### src/rtl/potw_pkg.sv
package potw_pkg;
    localparam int WIPER_W = 6;
    localparam int NTAPS   = 1 << WIPER_W;
    localparam int NPOTS   = 2;
    localparam int NREGS   = 4;
    localparam int RSEL_W  = $clog2(NREGS);
    localparam int BYTE_W  = 8;

    localparam logic [3:0] DEV_TYPE    = 4'b0101;
    localparam logic [3:0] OP_RD_WIPER = 4'h9;
    localparam logic [3:0] OP_WR_WIPER = 4'hA;
    localparam logic [3:0] OP_RD_DATA  = 4'hB;
    localparam logic [3:0] OP_WR_DATA  = 4'hC;
    localparam logic [3:0] OP_D2W      = 4'hD;
    localparam logic [3:0] OP_W2D      = 4'hE;

    typedef enum logic [3:0] {
        ST_IDLE,
        ST_ADDR,
        ST_ACK_ADDR,
        ST_CMD,
        ST_ACK_CMD,
        ST_WDATA,
        ST_ACK_DATA,
        ST_RDATA,
        ST_DONE
    } bus_state_e;

    function automatic logic op_known(input logic [3:0] op);
        return (op == OP_RD_WIPER) || (op == OP_WR_WIPER) ||
               (op == OP_RD_DATA)  || (op == OP_WR_DATA)  ||
               (op == OP_D2W)      || (op == OP_W2D);
    endfunction
endpackage

### src/rtl/potw_line_sync.sv
module potw_line_sync #(
    parameter int STAGES = 2
) (
    input  logic clk,
    input  logic rst_n,
    input  logic scl_i,
    input  logic sda_i,
    output logic scl_o,
    output logic sda_o,
    output logic scl_rise_o,
    output logic scl_fall_o,
    output logic start_o,
    output logic stop_o
);
    typedef struct packed {
        logic [STAGES-1:0] scl_pipe;
        logic [STAGES-1:0] sda_pipe;
        logic              scl_last;
        logic              sda_last;
    } sync_t;

    sync_t s_d, s_q;

    always_comb begin
        s_d          = s_q;
        s_d.scl_pipe = {s_q.scl_pipe[STAGES-2:0], scl_i};
        s_d.sda_pipe = {s_q.sda_pipe[STAGES-2:0], sda_i};
        s_d.scl_last = s_q.scl_pipe[STAGES-1];
        s_d.sda_last = s_q.sda_pipe[STAGES-1];
    end

    always_ff @(posedge clk or negedge rst_n) begin
        if (!rst_n) s_q <= '1;
        else        s_q <= s_d;
    end

    assign scl_o      = s_q.scl_pipe[STAGES-1];
    assign sda_o      = s_q.sda_pipe[STAGES-1];
    assign scl_rise_o = scl_o & ~s_q.scl_last;
    assign scl_fall_o = ~scl_o & s_q.scl_last;
    assign start_o    = scl_o & s_q.scl_last & s_q.sda_last & ~sda_o;
    assign stop_o     = scl_o & s_q.scl_last & ~s_q.sda_last & sda_o;
endmodule

### src/rtl/potw_busy_timer.sv
module potw_busy_timer #(
    parameter int CYCLES = 5000
) (
    input  logic clk,
    input  logic rst_n,
    input  logic start_i,
    output logic busy_o
);
    localparam int CW = $clog2(CYCLES + 1);

    typedef struct packed {
        logic          busy;
        logic [CW-1:0] cnt;
    } tmr_t;

    tmr_t t_d, t_q;

    always_comb begin
        t_d = t_q;
        if (start_i) begin
            t_d.busy = 1'b1;
            t_d.cnt  = CW'(CYCLES - 1);
        end else if (t_q.busy) begin
            if (t_q.cnt == '0) t_d.busy = 1'b0;
            else               t_d.cnt  = t_q.cnt - CW'(1);
        end
    end

    always_ff @(posedge clk or negedge rst_n) begin
        if (!rst_n) t_q <= '0;
        else        t_q <= t_d;
    end

    assign busy_o = t_q.busy;


    busy_load_chk: assert property (@(posedge clk) disable iff (!rst_n)
        start_i |=> busy_o);
endmodule

### src/rtl/potw_tap_decode.sv
module potw_tap_decode #(
    parameter int W = 6
) (
    input  logic [W-1:0]        tap_i,
    output logic [(1<<W)-1:0]   sel_o
);
    for (genvar i = 0; i < (1 << W); i++) begin : g_sw
        assign sel_o[i] = (tap_i == W'(i));
    end
endmodule

### src/rtl/potw_ctrl.sv
module potw_ctrl
    import potw_pkg::*;
#(
    parameter int BUSY_CYCLES = 5000,
    parameter int SYNC_STAGES = 2
) (
    input  logic             clk,
    input  logic             rst_n,
    input  logic             scl_i,
    input  logic             sda_i,
    input  logic [3:0]       strap_i,
    output logic             sda_oe_o,
    output logic [NTAPS-1:0] sel0_o,
    output logic [NTAPS-1:0] sel1_o,
    output logic             busy_o
);
    localparam int PAD_W = BYTE_W - WIPER_W;

    typedef struct packed {
        bus_state_e                                st;
        logic [BYTE_W-1:0]                         sh;
        logic [2:0]                                cnt;
        logic                                      got;
        logic [3:0]                                op;
        logic                                      pot;
        logic [RSEL_W-1:0]                         rsel;
        logic                                      oe;
        logic                                      nv_pend;
        logic [NPOTS-1:0][WIPER_W-1:0]             wiper;
        logic [NPOTS-1:0][NREGS-1:0][WIPER_W-1:0]  dreg;
    } ctl_t;

    ctl_t c_d, c_q;

    logic scl_s, sda_s, scl_rise, scl_fall, start_ev, stop_ev;
    logic nv_go;

    potw_line_sync #(.STAGES(SYNC_STAGES)) u_sync (
        .clk        (clk),
        .rst_n      (rst_n),
        .scl_i      (scl_i),
        .sda_i      (sda_i),
        .scl_o      (scl_s),
        .sda_o      (sda_s),
        .scl_rise_o (scl_rise),
        .scl_fall_o (scl_fall),
        .start_o    (start_ev),
        .stop_o     (stop_ev)
    );

    potw_busy_timer #(.CYCLES(BUSY_CYCLES)) u_busy (
        .clk     (clk),
        .rst_n   (rst_n),
        .start_i (nv_go),
        .busy_o  (busy_o)
    );

    always_comb begin
        logic [3:0]        op_n;
        logic              pot_n;
        logic [RSEL_W-1:0] reg_n;
        logic [BYTE_W-1:0] tx_n;

        c_d   = c_q;
        nv_go = 1'b0;
        op_n  = c_q.sh[7:4];
        pot_n = c_q.sh[2];
        reg_n = c_q.sh[RSEL_W-1:0];
        tx_n  = '0;

        if (start_ev) begin
            c_d.st      = ST_ADDR;
            c_d.cnt     = '0;
            c_d.got     = 1'b0;
            c_d.oe      = 1'b0;
            c_d.nv_pend = 1'b0;
        end else if (stop_ev) begin
            nv_go       = c_q.nv_pend;
            c_d.st      = ST_IDLE;
            c_d.oe      = 1'b0;
            c_d.nv_pend = 1'b0;
        end else begin
            unique case (c_q.st)
                ST_ADDR, ST_CMD, ST_WDATA: begin
                    if (scl_rise) begin
                        c_d.sh  = {c_q.sh[BYTE_W-2:0], sda_s};
                        c_d.cnt = c_q.cnt + 3'd1;
                        if (c_q.cnt == 3'd7) c_d.got = 1'b1;
                    end else if (scl_fall && c_q.got) begin
                        c_d.got = 1'b0;
                        c_d.cnt = '0;
                        c_d.st  = ST_IDLE;
                        if (c_q.st == ST_ADDR) begin
                            if (c_q.sh[7:4] == DEV_TYPE && c_q.sh[3:0] == strap_i && !busy_o) begin
                                c_d.st = ST_ACK_ADDR;
                                c_d.oe = 1'b1;
                            end
                        end else if (c_q.st == ST_CMD) begin
                            if (op_known(op_n)) begin
                                c_d.st   = ST_ACK_CMD;
                                c_d.oe   = 1'b1;
                                c_d.op   = op_n;
                                c_d.pot  = pot_n;
                                c_d.rsel = reg_n;
                                if (op_n == OP_D2W)
                                    c_d.wiper[pot_n] = c_q.dreg[pot_n][reg_n];
                                if (op_n == OP_W2D) begin
                                    c_d.dreg[pot_n][reg_n] = c_q.wiper[pot_n];
                                    c_d.nv_pend            = 1'b1;
                                end
                            end
                        end else begin
                            c_d.st = ST_ACK_DATA;
                            c_d.oe = 1'b1;
                            if (c_q.op == OP_WR_WIPER) begin
                                c_d.wiper[c_q.pot] = c_q.sh[WIPER_W-1:0];
                            end else begin
                                c_d.dreg[c_q.pot][c_q.rsel] = c_q.sh[WIPER_W-1:0];
                                c_d.nv_pend                 = 1'b1;
                            end
                        end
                    end
                end
                ST_ACK_ADDR: begin
                    if (scl_fall) begin
                        c_d.oe = 1'b0;
                        c_d.st = ST_CMD;
                    end
                end
                ST_ACK_CMD: begin
                    if (scl_fall) begin
                        c_d.oe  = 1'b0;
                        c_d.cnt = '0;
                        c_d.st  = ST_DONE;
                        if (c_q.op == OP_RD_WIPER || c_q.op == OP_RD_DATA) begin
                            if (c_q.op == OP_RD_WIPER)
                                tx_n = {{PAD_W{1'b0}}, c_q.wiper[c_q.pot]};
                            else
                                tx_n = {{PAD_W{1'b0}}, c_q.dreg[c_q.pot][c_q.rsel]};
                            c_d.sh = tx_n;
                            c_d.oe = ~tx_n[BYTE_W-1];
                            c_d.st = ST_RDATA;
                        end else if (c_q.op == OP_WR_WIPER || c_q.op == OP_WR_DATA) begin
                            c_d.st = ST_WDATA;
                        end
                    end
                end
                ST_RDATA: begin
                    if (scl_fall) begin
                        if (c_q.cnt == 3'd7) begin
                            c_d.oe = 1'b0;
                            c_d.st = ST_DONE;
                        end else begin
                            c_d.cnt = c_q.cnt + 3'd1;
                            c_d.sh  = {c_q.sh[BYTE_W-2:0], 1'b0};
                            c_d.oe  = ~c_q.sh[BYTE_W-2];
                        end
                    end
                end
                ST_ACK_DATA: begin
                    if (scl_fall) begin
                        c_d.oe = 1'b0;
                        c_d.st = ST_DONE;
                    end
                end
                default: ;
            endcase
        end
    end

    always_ff @(posedge clk or negedge rst_n) begin
        if (!rst_n) begin
            c_q    <= '0;
            c_q.st <= ST_IDLE;
        end else begin
            c_q <= c_d;
        end
    end

    assign sda_oe_o = c_q.oe;

    potw_tap_decode #(.W(WIPER_W)) u_dec0 (.tap_i(c_q.wiper[0]), .sel_o(sel0_o));
    potw_tap_decode #(.W(WIPER_W)) u_dec1 (.tap_i(c_q.wiper[1]), .sel_o(sel1_o));


    sel0_onehot_chk: assert property (@(posedge clk) disable iff (!rst_n)
        $countones(sel0_o) == 1);

    sel1_onehot_chk: assert property (@(posedge clk) disable iff (!rst_n)
        $countones(sel1_o) == 1);

    busy_nack_chk: assert property (@(posedge clk) disable iff (!rst_n)
        (c_q.st == ST_ACK_ADDR) |-> !busy_o);

    stop_idle_chk: assert property (@(posedge clk) disable iff (!rst_n)
        stop_ev |=> (c_q.st == ST_IDLE && !sda_oe_o));

    sda_low_phase_chk: assert property (@(posedge clk) disable iff (!rst_n)
        (sda_oe_o != $past(sda_oe_o)) && !$past(start_ev || stop_ev) |-> !scl_s);
endmodule

### config.mk
export PLATFORM = sky130hd
export DESIGN_NAME = potw_ctrl
export DESIGN_NICKNAME = d
export VERILOG_FILES = /design/src/rtl/potw_pkg.sv /design/src/rtl/potw_line_sync.sv /design/src/rtl/potw_busy_timer.sv /design/src/rtl/potw_tap_decode.sv /design/src/rtl/potw_ctrl.sv
export SDC_FILE = /design/constraint.sdc
export NUM_CORES = 1
export LEC_CHECK = 0
export BUFFER_PORTS_ARGS = -buffer_cell sky130_fd_sc_hd__buf_2
export CORE_MARGIN = 4
export CORE_UTILIZATION = 25
export DETAILED_ROUTE_END_ITERATION = 10
export PLACE_DENSITY = 0.45
export SETUP_SLACK_MARGIN = 0.15
export SLEW_MARGIN = 40
export SYNTH_ARGS = -nofsm -noshare
export SYNTH_HDL_FRONTEND = slang
export SYNTH_SLANG_ARGS = --single-unit
export TNS_END_PERCENT = 20
### constraint.sdc
create_clock -name clk -period 4.6 [get_ports clk]
set_clock_uncertainty 0.15 [all_clocks]
set_input_delay 0.92 -clock clk [delete_from_list [all_inputs] [get_ports clk]]
set_output_delay 0.92 -clock clk [all_outputs]
set_load 0.03 [all_outputs]
==> impl_metrics.prom, run 1 <==
# TYPE chip_impl_metric gauge
chip_impl_metric{name="timing.fmax",unit="MHz"} 332
chip_impl_metric{name="ys_seq_area_frac",unit=""} 0.356
chip_impl_metric{name="via_count_of_the_first_global_routing_pass",unit=""} 6855
chip_impl_metric{name="layout-area-overhead-vs-synth",unit="%"} 17.4
chip_impl_metric{name="overall_global_routing_resource_usage",unit=""} 0.152
chip_impl_metric{name="syn-num-nets",unit=""} 875
chip_impl_metric{name="avgRoutedWirePerCell",unit="um"} 19.2
chip_impl_info{name="worst_path_cell_with_the_longest_stage_delay",value="sky130_fd_sc_hd__dfrtp_1"} 1
chip_impl_metric{name="post-cts-setup-buffer-count",unit=""} 0
chip_impl_metric{name="post_synth_fa_ha_maj_area_fraction",unit=""} 0.00507
chip_impl_metric{name="worst-r2r-setup-slack",unit="ns"} 1.66
chip_impl_metric{name="rows",unit=""} 62
chip_impl_metric{name="cts_resized",unit=""} 0
chip_impl_metric{name="crit_cells",unit=""} 4
chip_impl_info{name="timing.hold.worst.class",value="register to register"} 1
chip_impl_info{name="root_buffer",value="sky130_fd_sc_hd__clkbuf_16"} 1
chip_impl_info{name="setup.worst_path.end_class",value="output pin"} 1
chip_impl_metric{name="vdd_ir_drop_max",unit="uV"} 164
chip_impl_metric{name="detail_route.iter0.violations",unit=""} 667
chip_impl_info{name="worstSetupStartpointType",value="register"} 1
chip_impl_metric{name="synth_compound_gate_area_share",unit=""} 0.182
chip_impl_metric{name="fin_nets",unit=""} 967
chip_impl_info{name="mostFrequentLayoutCell",value="sky130_fd_sc_hd__nor2_1"} 1
chip_impl_info{name="setup.worst_path.class",value="register to output pin"} 1
chip_impl_metric{name="path_clk_slew",unit="ns"} 0.07
chip_impl_metric{name="asyncSetResetFlopFracSynth",unit=""} 1.00
chip_impl_metric{name="gp_congestion",unit=""} 0.892
chip_impl_metric{name="number_of_vias_per_cell",unit=""} 5.24
chip_impl_metric{name="drive_gt1_frac",unit=""} 0.273
chip_impl_metric{name="postSynthCellCount",unit=""} 864
chip_impl_info{name="run_status",value="complete, no violations"} 1
chip_impl_metric{name="drtAntennaViolNets",unit=""} 0
chip_impl_metric{name="core_area",unit="um^2"} 28900
chip_impl_metric{name="cp_num_buf_inv",unit=""} 1
chip_impl_metric{name="drt_pre_antenna_iters",unit=""} 5
chip_impl_metric{name="p_per_area",unit="nW/um^2"} 343
chip_impl_metric{name="cts.htree.levels",unit=""} 3
chip_impl_metric{name="cts-hold-fix-buffers",unit=""} 0
chip_impl_info{name="rsz0062_at_grt",value="false"} 1
chip_impl_info{name="cp_top_family",value="simple AND/OR/NAND/NOR gates"} 1
chip_impl_metric{name="setup-violations-final",unit=""} 0
chip_impl_info{name="dominantRegCellSynth",value="sky130_fd_sc_hd__dfrtp_1"} 1
chip_impl_metric{name="route.detailed.drc",unit=""} 0
chip_impl_metric{name="antenna_cells_inserted",unit=""} 0
chip_impl_metric{name="yosys_warnings",unit=""} 0
chip_impl_metric{name="boundaryPins",unit=""} 138
chip_impl_metric{name="max-cap-violations",unit=""} 0
chip_impl_metric{name="reg2reg_depth",unit=""} 5
chip_impl_metric{name="initial_core_util",unit=""} 0.256
chip_impl_metric{name="detail_placement_hpwl",unit="um"} 19300
chip_impl_metric{name="slew_violations",unit=""} 0
chip_impl_metric{name="synth_area_per_cell",unit="um^2"} 8.57
chip_impl_info{name="path_cells",value="nor2b_1 > nand3_1 > nor2_1 > buf_2"} 1
chip_impl_metric{name="cp_max_fo",unit=""} 12
chip_impl_metric{name="fp.dieW",unit="um"} 180
chip_impl_metric{name="placed_instances",unit=""} 1329
chip_impl_metric{name="grt_pass1_wl",unit="um"} 40400
chip_impl_metric{name="cp_data_arrival_time",unit="ns"} 1.94
chip_impl_metric{name="syn-cell-area",unit="um^2"} 7410
chip_impl_metric{name="static-leakage-power",unit="nW"} 3.93
chip_impl_metric{name="post_synthesis_share_of_cell_area_spent_on_xor_and_xnor_gates",unit=""} 0.0154
chip_impl_metric{name="post_synth_and_or_nand_nor_area_fraction",unit=""} 0.240
chip_impl_metric{name="worst_slew_pin_slew",unit="ns"} 0.872
chip_impl_metric{name="clk_latency",unit="ns"} 0.36
chip_impl_metric{name="synth_mux_area_frac",unit=""} 0.155
chip_impl_info{name="cts_tree",value="yes"} 1
chip_impl_metric{name="clock_tree_buffer_depth",unit=""} 2
chip_impl_metric{name="fp.dieArea",unit="um^2"} 32400
chip_impl_metric{name="worst-endpoint-required",unit="ns"} 3.53
chip_impl_metric{name="layoutNonFillerInstCount",unit=""} 1345
chip_impl_metric{name="detail_route.wirelength",unit="um"} 25800
chip_impl_metric{name="hold_viol",unit=""} 0
chip_impl_metric{name="setup_tns_after_final_layout",unit="ns"} 0
chip_impl_metric{name="dr_total_vias",unit=""} 7042
chip_impl_metric{name="total_congestion_overflow",unit=""} 0
chip_impl_metric{name="cts_bufs_inserted",unit=""} 9
chip_impl_metric{name="cts_num_sinks",unit=""} 105
chip_impl_info{name="synth_top_family_by_area",value="simple AND/OR/NAND/NOR gates"} 1
chip_impl_metric{name="maxSlewHeadroom",unit=""} 0.419
chip_impl_info{name="layout.cells.most_common_list",value="sky130_fd_sc_hd__nor2_1, sky130_fd_sc_hd__buf_2, sky130_fd_sc_hd__dfrtp_1"} 1
chip_impl_metric{name="maximum_number_of_pins_on_one_net_before_global_route_repair",unit=""} 61
chip_impl_metric{name="synth-edff-count",unit=""} 0
chip_impl_metric{name="port_buffers",unit=""} 137
chip_impl_metric{name="floorplan.die.height",unit="um"} 180
chip_impl_metric{name="fin_crit",unit="ns"} 3.01
chip_impl_metric{name="holdPathStages",unit=""} 0
chip_impl_metric{name="worst_path_largest_cell_delay",unit="ns"} 0.64
chip_impl_metric{name="ys_ff_latch",unit=""} 105
chip_impl_metric{name="antenna_violations_before_repair",unit=""} 1
chip_impl_metric{name="synthDistinctLibCells",unit=""} 76
chip_impl_metric{name="period_share",unit=""} 0.655
## routing by layer
metal	routed length, um	vias to the layer above	track usage
met1	11300	3388	0.205
met5	13	-	0
met4	626	2	0.0499
met2	11900	318	0.248
li1	-	3285	-
met3	1850	49	0.0273
## layout make-up
cell class	count	area (um^2)
clock buffer	11	243
clock inverter	5	55.1
fill	3035	20200
inverter	20	75.1
multi-input combinational	672	4440
sequential	105	2640
tap	384	480
timing repair buffer	148	774
## worst paths after layout
kind,from,end
max reg2reg,c_q[83],register
max in group asynchronous,rst_n,asynchronous set/reset pin
min,u_sync.s_d[3],u_sync.sda_o
min reg2reg,u_sync.s_d[3],u_sync.sda_o
min in group asynchronous,rst_n,c_q[72]
max,register,sel1_o[62]
## cells by family after synthesis
family | Yosys count
compound gates | 178
mux | 103
buf+inv | 87
xor+xnor | 13
flops | 105
simple gates | 375
fa+ha+maj | 3
## synthesized netlist by cell type, types with 17 or more instances
library cell | number | area, um^2
sky130_fd_sc_hd__nor2_1 | 162 | 608
sky130_fd_sc_hd__dfrtp_1 | 99 | 2480
sky130_fd_sc_hd__nand2_1 | 81 | 304
sky130_fd_sc_hd__mux2_2 | 56 | 631
sky130_fd_sc_hd__clkbuf_1 | 46 | 173
sky130_fd_sc_hd__o22ai_1 | 41 | 257
sky130_fd_sc_hd__mux2i_1 | 39 | 390
sky130_fd_sc_hd__nand3_1 | 34 | 170
sky130_fd_sc_hd__o21ai_0 | 27 | 135
sky130_fd_sc_hd__a21oi_1 | 24 | 120
sky130_fd_sc_hd__inv_1 | 19 | 71.3
sky130_fd_sc_hd__nand2b_1 | 17 | 106
## stage by stage
step                      instance area, um^2  setup WS [ns]  utilization  hold slack [ns]  power, mW
after floorplan                          7410           1.96            -            0.195       1.90
after global placement                   8390           1.41        0.290            0.197       2.21
after detailed placement                 8390           1.42        0.290            0.197       2.20
after CTS                                8690           1.40        0.300            0.207       3.00
after global routing                     8700           1.42        0.301            0.209       3.14
final                                    8700           1.59        0.301            0.210       2.99
## worst register-to-register path: cells and delay by family, from the launching register on
kind	cells	cell delay, ns
mux	1	0.38
flops	1	0.74
compound gates	1	0.44
simple gates	3	1.12
## power breakdown
part	switching (mW)	leakage, nW	internal, mW
Sequential	0.193	1.42	0.987
Clock	0.359	0.142	0.436
Combinational	0.667	2.37	0.344
(Power assumes the default switching activity.)
==> run 2, diff against run 1 <==
- ABC_AREA: default -> 1
- clock period: 4.6 -> 2.8 ns (I/O delays scaled with it)
==> run 2 against run 1 <==
Cell count is 30% higher. Power is 84% higher. Wire length is 16% higher. Largest cell class unchanged. Critical path type is now register to register. Worst hold slack worse by 0.060 ns. Die area is 1.1% higher.
==> impl_metrics.prom, run 2 <==
# TYPE chip_impl_metric gauge
chip_impl_metric{name="static-leakage-power",unit="nW"} 4.54
chip_impl_metric{name="clk_latency",unit="ns"} 0.36
chip_impl_metric{name="path_clk_slew",unit="ns"} 0.08
chip_impl_metric{name="grt_pass1_wl",unit="um"} 46900
chip_impl_metric{name="setup-violations-final",unit=""} 0
chip_impl_info{name="setup.worst_path.end_class",value="register"} 1
chip_impl_metric{name="clock_tree_buffer_depth",unit=""} 2
chip_impl_info{name="dominantRegCellSynth",value="sky130_fd_sc_hd__dfrtp_1"} 1
chip_impl_metric{name="antenna_violations_before_repair",unit=""} 0
chip_impl_metric{name="overall_global_routing_resource_usage",unit=""} 0.179
chip_impl_metric{name="cts.htree.levels",unit=""} 3
chip_impl_metric{name="synthDistinctLibCells",unit=""} 37
chip_impl_metric{name="fp.dieW",unit="um"} 181
chip_impl_metric{name="detail_placement_hpwl",unit="um"} 23700
chip_impl_info{name="most_common_library_cells_after_synthesis",value="sky130_fd_sc_hd__nand2_1, sky130_fd_sc_hd__nor2_1, sky130_fd_sc_hd__inv_1, sky130_fd_sc_hd__o21ai_0, sky130_fd_sc_hd__dfrtp_1"} 1
chip_impl_metric{name="fin_crit",unit="ns"} 2.47
chip_impl_metric{name="cts_num_sinks",unit=""} 105
chip_impl_info{name="cts_tree",value="yes"} 1
chip_impl_metric{name="via_count_of_the_first_global_routing_pass",unit=""} 8170
chip_impl_metric{name="placed_instances",unit=""} 1733
chip_impl_metric{name="drtAntennaViolNets",unit=""} 0
chip_impl_metric{name="hold_ws",unit="ns"} 0.150
chip_impl_metric{name="total_congestion_overflow",unit=""} 0
chip_impl_info{name="setup.worst_path.class",value="register to register"} 1
chip_impl_metric{name="power.total",unit="mW"} 5.51
chip_impl_metric{name="period_share",unit=""} 0.882
chip_impl_info{name="path_cells",value="inv_1 > nor2_2 > inv_1 > nor2_1 > nor2_1 > nor2_4 > nand2_1 > o21ai_0"} 1
chip_impl_metric{name="ys_ff_latch",unit=""} 105
chip_impl_metric{name="port_buffers",unit=""} 137
chip_impl_metric{name="synth-edff-count",unit=""} 0
chip_impl_info{name="worst_path_cell_with_the_longest_stage_delay",value="sky130_fd_sc_hd__dfrtp_1"} 1
chip_impl_metric{name="route.detailed.drc",unit=""} 0
chip_impl_metric{name="syn-num-nets",unit=""} 1237
chip_impl_metric{name="maximum_number_of_pins_on_one_net_before_global_route_repair",unit=""} 48
chip_impl_info{name="timing.hold.worst.class",value="primary input to register"} 1
chip_impl_info{name="cp_top_family",value="simple AND/OR/NAND/NOR gates"} 1
chip_impl_metric{name="number_of_vias_per_cell",unit=""} 4.80
chip_impl_metric{name="vdd_ir_drop_max",unit="uV"} 285
chip_impl_metric{name="cp_num_buf_inv",unit=""} 2
chip_impl_metric{name="core_area",unit="um^2"} 29600
chip_impl_metric{name="gp_congestion",unit=""} 0.967
chip_impl_info{name="yosys.area.top_type",value="sky130_fd_sc_hd__dfrtp_1"} 1
chip_impl_metric{name="slew_violations",unit=""} 0
chip_impl_metric{name="syn-cell-area",unit="um^2"} 7490
chip_impl_metric{name="cp_max_fo",unit=""} 11
chip_impl_info{name="mostFrequentLayoutCell",value="sky130_fd_sc_hd__nand2_1"} 1
chip_impl_info{name="layout.cells.most_common_list",value="sky130_fd_sc_hd__nand2_1, sky130_fd_sc_hd__nor2_1, sky130_fd_sc_hd__buf_2"} 1
chip_impl_metric{name="detail_route.iter0.violations",unit=""} 693
chip_impl_metric{name="antenna_cells_inserted",unit=""} 0
chip_impl_metric{name="fin_nets",unit=""} 1366
chip_impl_metric{name="setup_tns_after_final_layout",unit="ns"} 0
chip_impl_metric{name="layoutNonFillerInstCount",unit=""} 1750
chip_impl_info{name="worstSetupStartpointType",value="register"} 1
chip_impl_metric{name="boundaryPins",unit=""} 138
chip_impl_metric{name="post-cts-setup-buffer-count",unit=""} 0
chip_impl_metric{name="worst_slew_pin_slew",unit="ns"} 0.658
chip_impl_metric{name="synth_area_per_cell",unit="um^2"} 6.11
chip_impl_metric{name="cts_bufs_inserted",unit=""} 9
chip_impl_info{name="synthMostInstantiatedCell",value="sky130_fd_sc_hd__nand2_1"} 1
chip_impl_metric{name="rows",unit=""} 63
chip_impl_info{name="rsz0062_at_grt",value="true"} 1
chip_impl_metric{name="fillerInstances",unit=""} 3385
chip_impl_metric{name="worst-endpoint-required",unit="ns"} 2.93
chip_impl_metric{name="postSynthCellCount",unit=""} 1226
chip_impl_metric{name="fp.dieArea",unit="um^2"} 32800
chip_impl_metric{name="asyncSetResetFlopFracSynth",unit=""} 1.00
chip_impl_metric{name="timing.fmax",unit="MHz"} 405
chip_impl_metric{name="synth_top_cell_area_share",unit=""} 0.331
chip_impl_metric{name="drt_pre_antenna_iters",unit=""} 5
chip_impl_metric{name="dr_total_vias",unit=""} 8394
chip_impl_metric{name="maxSlewHeadroom",unit=""} 0.560
chip_impl_metric{name="worst_path_largest_cell_delay",unit="ns"} 0.53
chip_impl_metric{name="detail_route.wirelength",unit="um"} 29900
chip_impl_metric{name="cp_data_arrival_time",unit="ns"} 2.60
chip_impl_metric{name="p_per_area",unit="nW/um^2"} 613
chip_impl_info{name="netlist_top_cells_area",value="sky130_fd_sc_hd__dfrtp_1, sky130_fd_sc_hd__nand2_1, sky130_fd_sc_hd__nor2_1"} 1
chip_impl_metric{name="layout-area-overhead-vs-synth",unit="%"} 19.9
chip_impl_metric{name="ys_seq_area_frac",unit=""} 0.352
chip_impl_metric{name="max-cap-violations",unit=""} 0
chip_impl_metric{name="drive_gt1_frac",unit=""} 0.153
chip_impl_metric{name="initial_core_util",unit=""} 0.253
chip_impl_metric{name="avgRoutedWirePerCell",unit="um"} 17.1
chip_impl_metric{name="yosys_warnings",unit=""} 0
chip_impl_info{name="run_status",value="complete, no violations"} 1
chip_impl_info{name="root_buffer",value="sky130_fd_sc_hd__clkbuf_16"} 1
chip_impl_metric{name="hold_viol",unit=""} 0
chip_impl_metric{name="floorplan.die.height",unit="um"} 181
run 2: changes by cell type in the layout (fill, tap and decap cells not counted), sizes merged, moves of 13 or more:
cell / change
nor2b: -14
nand2: +286
mux2i: -39
nand2b: -17
inv: +114
nor2: +129
o21ai: +111
a22o: -13
mux2: -61
run 2: kinds of logic after synthesis:
logic type,share of synthesized area
AND/OR/NAND/NOR,0.387
AO/OA/AOI/OAI,0.163
buffers and inverters,0.0923
flip-flops,0.352
adder cells (fa/ha/maj),0.00501
XOR/XNOR,0.00117
run 2: path summary, 6_finish.rpt:
check | start | to | slack (ns) | depth (start not counted)
worst max-delay path | c_q[62] | register | 0.33 | 8
worst min-delay path | sda_i | u_sync.s_d[3] | 0.15 | 1
worst max register to register | c_q[62] | register | 0.33 | 8
worst min register to register | u_sync.s_d[5] | u_sync.scl_o | 0.20 | 0
max in group asynchronous | rst_n | asynchronous set/reset pin | 1.32 | 3
min in group asynchronous | rst_n | c_q[72] | 0.51 | 2
run 2: where the power goes:
| part | internal (mW) | switching (mW) | leakage (nW) |
|---|---|---|---|
| registers | 1.69 | 0.179 | 1.42 |
| logic | 0.615 | 1.68 | 2.97 |
| clock network | 0.726 | 0.621 | 0.146 |
| total | 3.03 | 2.47 | 4.54 |
run 2: metrics by stage:
stage	utilization	instance area (um^2)	setup slack, ns
floorplan	-	7490	0.835
global placement	0.293	8670	0.134
detailed placement	0.293	8670	0.188
CTS	0.303	8990	0.181
global route	0.303	8990	0.123
finish	0.303	8990	0.330
run 2: layout make-up:
| class | instances | area, um^2 | share of cell area |
|---|---|---|---|
| Clock buffer | 11 | 243 | 0.0270 |
| Clock inverter | 5 | 63.8 | 0.00710 |
| Inverter | 135 | 507 | 0.0564 |
| Multi-Input combinational cell | 945 | 4170 | 0.464 |
| Sequential cell | 105 | 2640 | 0.293 |
| Tap cell | 390 | 488 | 0.0543 |
| Timing Repair Buffer | 159 | 881 | 0.0980 |
run 2: metal layers:
metal	GRT usage	share of wire
met5	0	0
met2	0.294	0.46
met3	0.0449	0.074
met4	0.0321	0.016
met1	0.241	0.45
run 2: repair_timing:
item,CTS,global route
hold endpoints to repair,20,0
gates resized for setup,0,1
hold buffers,1,0
endpoints found under the setup margin,0,8
run 2: worst reg2reg max path: stages (launching register included):
cell and delay, ns:
sky130_fd_sc_hd__dfrtp_1 0.53, sky130_fd_sc_hd__inv_1 0.21, sky130_fd_sc_hd__nor2_2 0.34, sky130_fd_sc_hd__inv_1 0.28, sky130_fd_sc_hd__nor2_1 0.34, sky130_fd_sc_hd__nor2_1 0.16, sky130_fd_sc_hd__nor2_4 0.23, sky130_fd_sc_hd__nand2_1 0.07
sky130_fd_sc_hd__o21ai_0 0.09
==> run 3, diff against run 2 <==
- PLACE_DENSITY: 0.45 -> default
==> run 3 against run 2 <==
Combinational power about the same. Cell count down 0.11%. Utilization up 0.072 points. Wire length down 5.9%. Power up 2.3%. Register-to-register slack better by 0.10 ns. Critical path depth down 4. Highest routed layer unchanged. Count of clock-buffer cells in the layout down 2. Clock power up 8%. Setup slack worse by 0.085 ns.
==> impl_metrics.prom, run 3 (synthesis gave the netlist of run 2 again) <==
# TYPE chip_impl_metric gauge
chip_impl_metric{name="detail_placement_hpwl",unit="um"} 22100
chip_impl_metric{name="antenna_cells_inserted",unit=""} 0
chip_impl_info{name="r2r-end",value="c_q[74]"} 1
chip_impl_metric{name="clock_tree_buffer_depth",unit=""} 2
chip_impl_metric{name="setup-violations-final",unit=""} 0
chip_impl_info{name="setup.worst_path.end_class",value="output pin"} 1
chip_impl_info{name="rsz0062_at_grt",value="true"} 1
chip_impl_metric{name="grt_pass1_wl",unit="um"} 44600
chip_impl_metric{name="total_congestion_overflow",unit=""} 0
chip_impl_metric{name="slew_violations",unit=""} 0
chip_impl_metric{name="hold_viol",unit=""} 0
chip_impl_metric{name="layout-area-overhead-vs-synth",unit="%"} 20.2
chip_impl_metric{name="detail_route.wirelength",unit="um"} 28100
chip_impl_metric{name="hold_ws",unit="ns"} 0.136
chip_impl_metric{name="boundaryPins",unit=""} 138
chip_impl_metric{name="number_of_vias_per_cell",unit=""} 4.83
chip_impl_info{name="root_buffer",value="sky130_fd_sc_hd__clkbuf_16"} 1
chip_impl_metric{name="cp_data_arrival_time",unit="ns"} 1.85
chip_impl_metric{name="dr_total_vias",unit=""} 8444
chip_impl_metric{name="port_buffers",unit=""} 137
chip_impl_metric{name="max-cap-violations",unit=""} 0
chip_impl_metric{name="vdd_ir_drop_max",unit="uV"} 269
chip_impl_metric{name="fin_nets",unit=""} 1364
chip_impl_metric{name="worst-endpoint-required",unit="ns"} 2.09
chip_impl_info{name="layout.cells.most_common_list",value="sky130_fd_sc_hd__nand2_1, sky130_fd_sc_hd__nor2_1, sky130_fd_sc_hd__buf_2"} 1
chip_impl_metric{name="fp.dieArea",unit="um^2"} 32800
chip_impl_metric{name="maxSlewHeadroom",unit=""} 0.522
chip_impl_info{name="worstSetupStartpointType",value="register"} 1
chip_impl_metric{name="drive_gt1_frac",unit=""} 0.152
chip_impl_metric{name="avgRoutedWirePerCell",unit="um"} 16.1
chip_impl_metric{name="detail_route.iter0.violations",unit=""} 964
chip_impl_info{name="run_status",value="complete, no violations"} 1
chip_impl_metric{name="worst_slew_pin_slew",unit="ns"} 0.709
chip_impl_metric{name="p_per_area",unit="nW/um^2"} 625
chip_impl_metric{name="antenna_violations_before_repair",unit=""} 0
chip_impl_info{name="crit-reg2reg-launch",value="u_sync.sda_o"} 1
chip_impl_metric{name="reg2reg_depth",unit=""} 10
chip_impl_metric{name="cts.htree.levels",unit=""} 3
chip_impl_metric{name="fp.dieW",unit="um"} 181
chip_impl_metric{name="drtAntennaViolNets",unit=""} 0
chip_impl_metric{name="rows",unit=""} 63
chip_impl_metric{name="floorplan.die.height",unit="um"} 181
chip_impl_metric{name="initial_core_util",unit=""} 0.253
chip_impl_metric{name="setup_tns_after_final_layout",unit="ns"} 0
chip_impl_metric{name="fillerInstances",unit=""} 3321
chip_impl_metric{name="route.detailed.drc",unit=""} 0
chip_impl_metric{name="cts_bufs_inserted",unit=""} 9
chip_impl_metric{name="cp_max_fo",unit=""} 16
chip_impl_metric{name="path_clk_slew",unit="ns"} 0.08
chip_impl_metric{name="fin_crit",unit="ns"} 2.56
chip_impl_info{name="timing.hold.worst.class",value="primary input to register"} 1
chip_impl_metric{name="overall_global_routing_resource_usage",unit=""} 0.167
chip_impl_metric{name="maximum_number_of_pins_on_one_net_before_global_route_repair",unit=""} 43
chip_impl_metric{name="drt_pre_antenna_iters",unit=""} 6
chip_impl_metric{name="post-cts-setup-buffer-count",unit=""} 0
chip_impl_info{name="mostFrequentLayoutCell",value="sky130_fd_sc_hd__nand2_1"} 1
chip_impl_info{name="setup.worst_path.class",value="register to output pin"} 1
chip_impl_metric{name="worst-r2r-setup-slack",unit="ns"} 0.43
chip_impl_metric{name="gp_congestion",unit=""} 0.998
chip_impl_metric{name="timing.fmax",unit="MHz"} 391
chip_impl_metric{name="static-leakage-power",unit="nW"} 4.55
chip_impl_metric{name="clk_latency",unit="ns"} 0.37
chip_impl_metric{name="via_count_of_the_first_global_routing_pass",unit=""} 7948
chip_impl_info{name="critPathCapture",value="sel0_o[13]"} 1
chip_impl_info{name="cts_tree",value="yes"} 1
chip_impl_metric{name="core_area",unit="um^2"} 29600
chip_impl_metric{name="cts_num_sinks",unit=""} 105
chip_impl_metric{name="period_share",unit=""} 0.913
-- run 3: cell types whose count changed in the layout (fill, tap and decap cells not counted) --
cell | before | now
sky130_fd_sc_hd__clkbuf_8 | 1 | 0
sky130_fd_sc_hd__buf_12 | 2 | 3
sky130_fd_sc_hd__inv_6 | 1 | 3
sky130_fd_sc_hd__buf_4 | 20 | 17
sky130_fd_sc_hd__bufinv_16 | 1 | 2
sky130_fd_sc_hd__dfrtp_2 | 1 | 0
sky130_fd_sc_hd__inv_8 | 0 | 1
sky130_fd_sc_hd__dfrtp_1 | 98 | 99
sky130_fd_sc_hd__clkbuf_1 | 1 | 0
sky130_fd_sc_hd__clkinvlp_4 | 1 | 0
sky130_fd_sc_hd__clkinv_4 | 2 | 1
-- run 3: layout make-up --
class	count	area, um^2	area share
multi-input combinational	945	4170	0.463
sequential	105	2640	0.292
timing repair buffer	157	878	0.0975
inverter	135	507	0.0562
tap	390	488	0.0542
clock buffer	9	225	0.0250
clock inverter	7	106	0.0118
-- run 3: metrics by stage --
step	cell area (um^2)	power [mW]	setup WS, ns	util	instances
6_report	9010	5.63	0.245	0.304	1748
5_1_grt	9010	5.98	0.0726	0.304	1748
4_1_cts	9010	5.61	0.270	0.304	1748
3_5_place_dp	8670	4.14	0.377	0.292	1731
3_3_place_gp	8670	4.16	0.332	0.292	1731
2_1_floorplan	7490	3.38	0.835	-	1226
-- run 3: worst max-delay path: stages (launching register included) --
cell	delay [ns]
sky130_fd_sc_hd__dfrtp_1	0.42
sky130_fd_sc_hd__inv_1	0.17
sky130_fd_sc_hd__nand2_1	0.35
sky130_fd_sc_hd__nor2_1	0.29
sky130_fd_sc_hd__buf_2	0.24
-- run 3: layer usage --
metal,share of wire,up-vias,global-route usage
met2,0.45,285,0.263
met4,0.019,0,0.0477
li1,-,4148,-
met3,0.070,41,0.0272
met1,0.46,3970,0.237
met5,0,-,0
-- run 3: how the worst min path moves through the flow --
stage	startpoint	slack [ns]	end	depth (start not counted)
after floorplan	rst_n	0.11	asynchronous set/reset pin	0
after global placement	u_sync.s_d[5]	0.20	u_sync.scl_o	0
after detailed placement	u_sync.s_d[5]	0.20	u_sync.scl_o	0
after CTS	scl_i	0.12	u_sync.s_d[5]	1
after global routing	scl_i	0.12	u_sync.s_d[5]	1
final	scl_i	0.14	u_sync.s_d[5]	1
-- run 3: power breakdown --
group	switching (mW)	internal (mW)
sequential	0.205	1.69
combinational	1.65	0.627
clock	0.659	0.803
total	2.51	3.12
-- run 3: repair_timing --
action | 4_1_cts | 5_1_grt
resized for setup | 0 | 1
endpoints found under the setup margin | 0 | 15
hold endpoints to repair | 20 | 0
hold buffers | 1 | 0
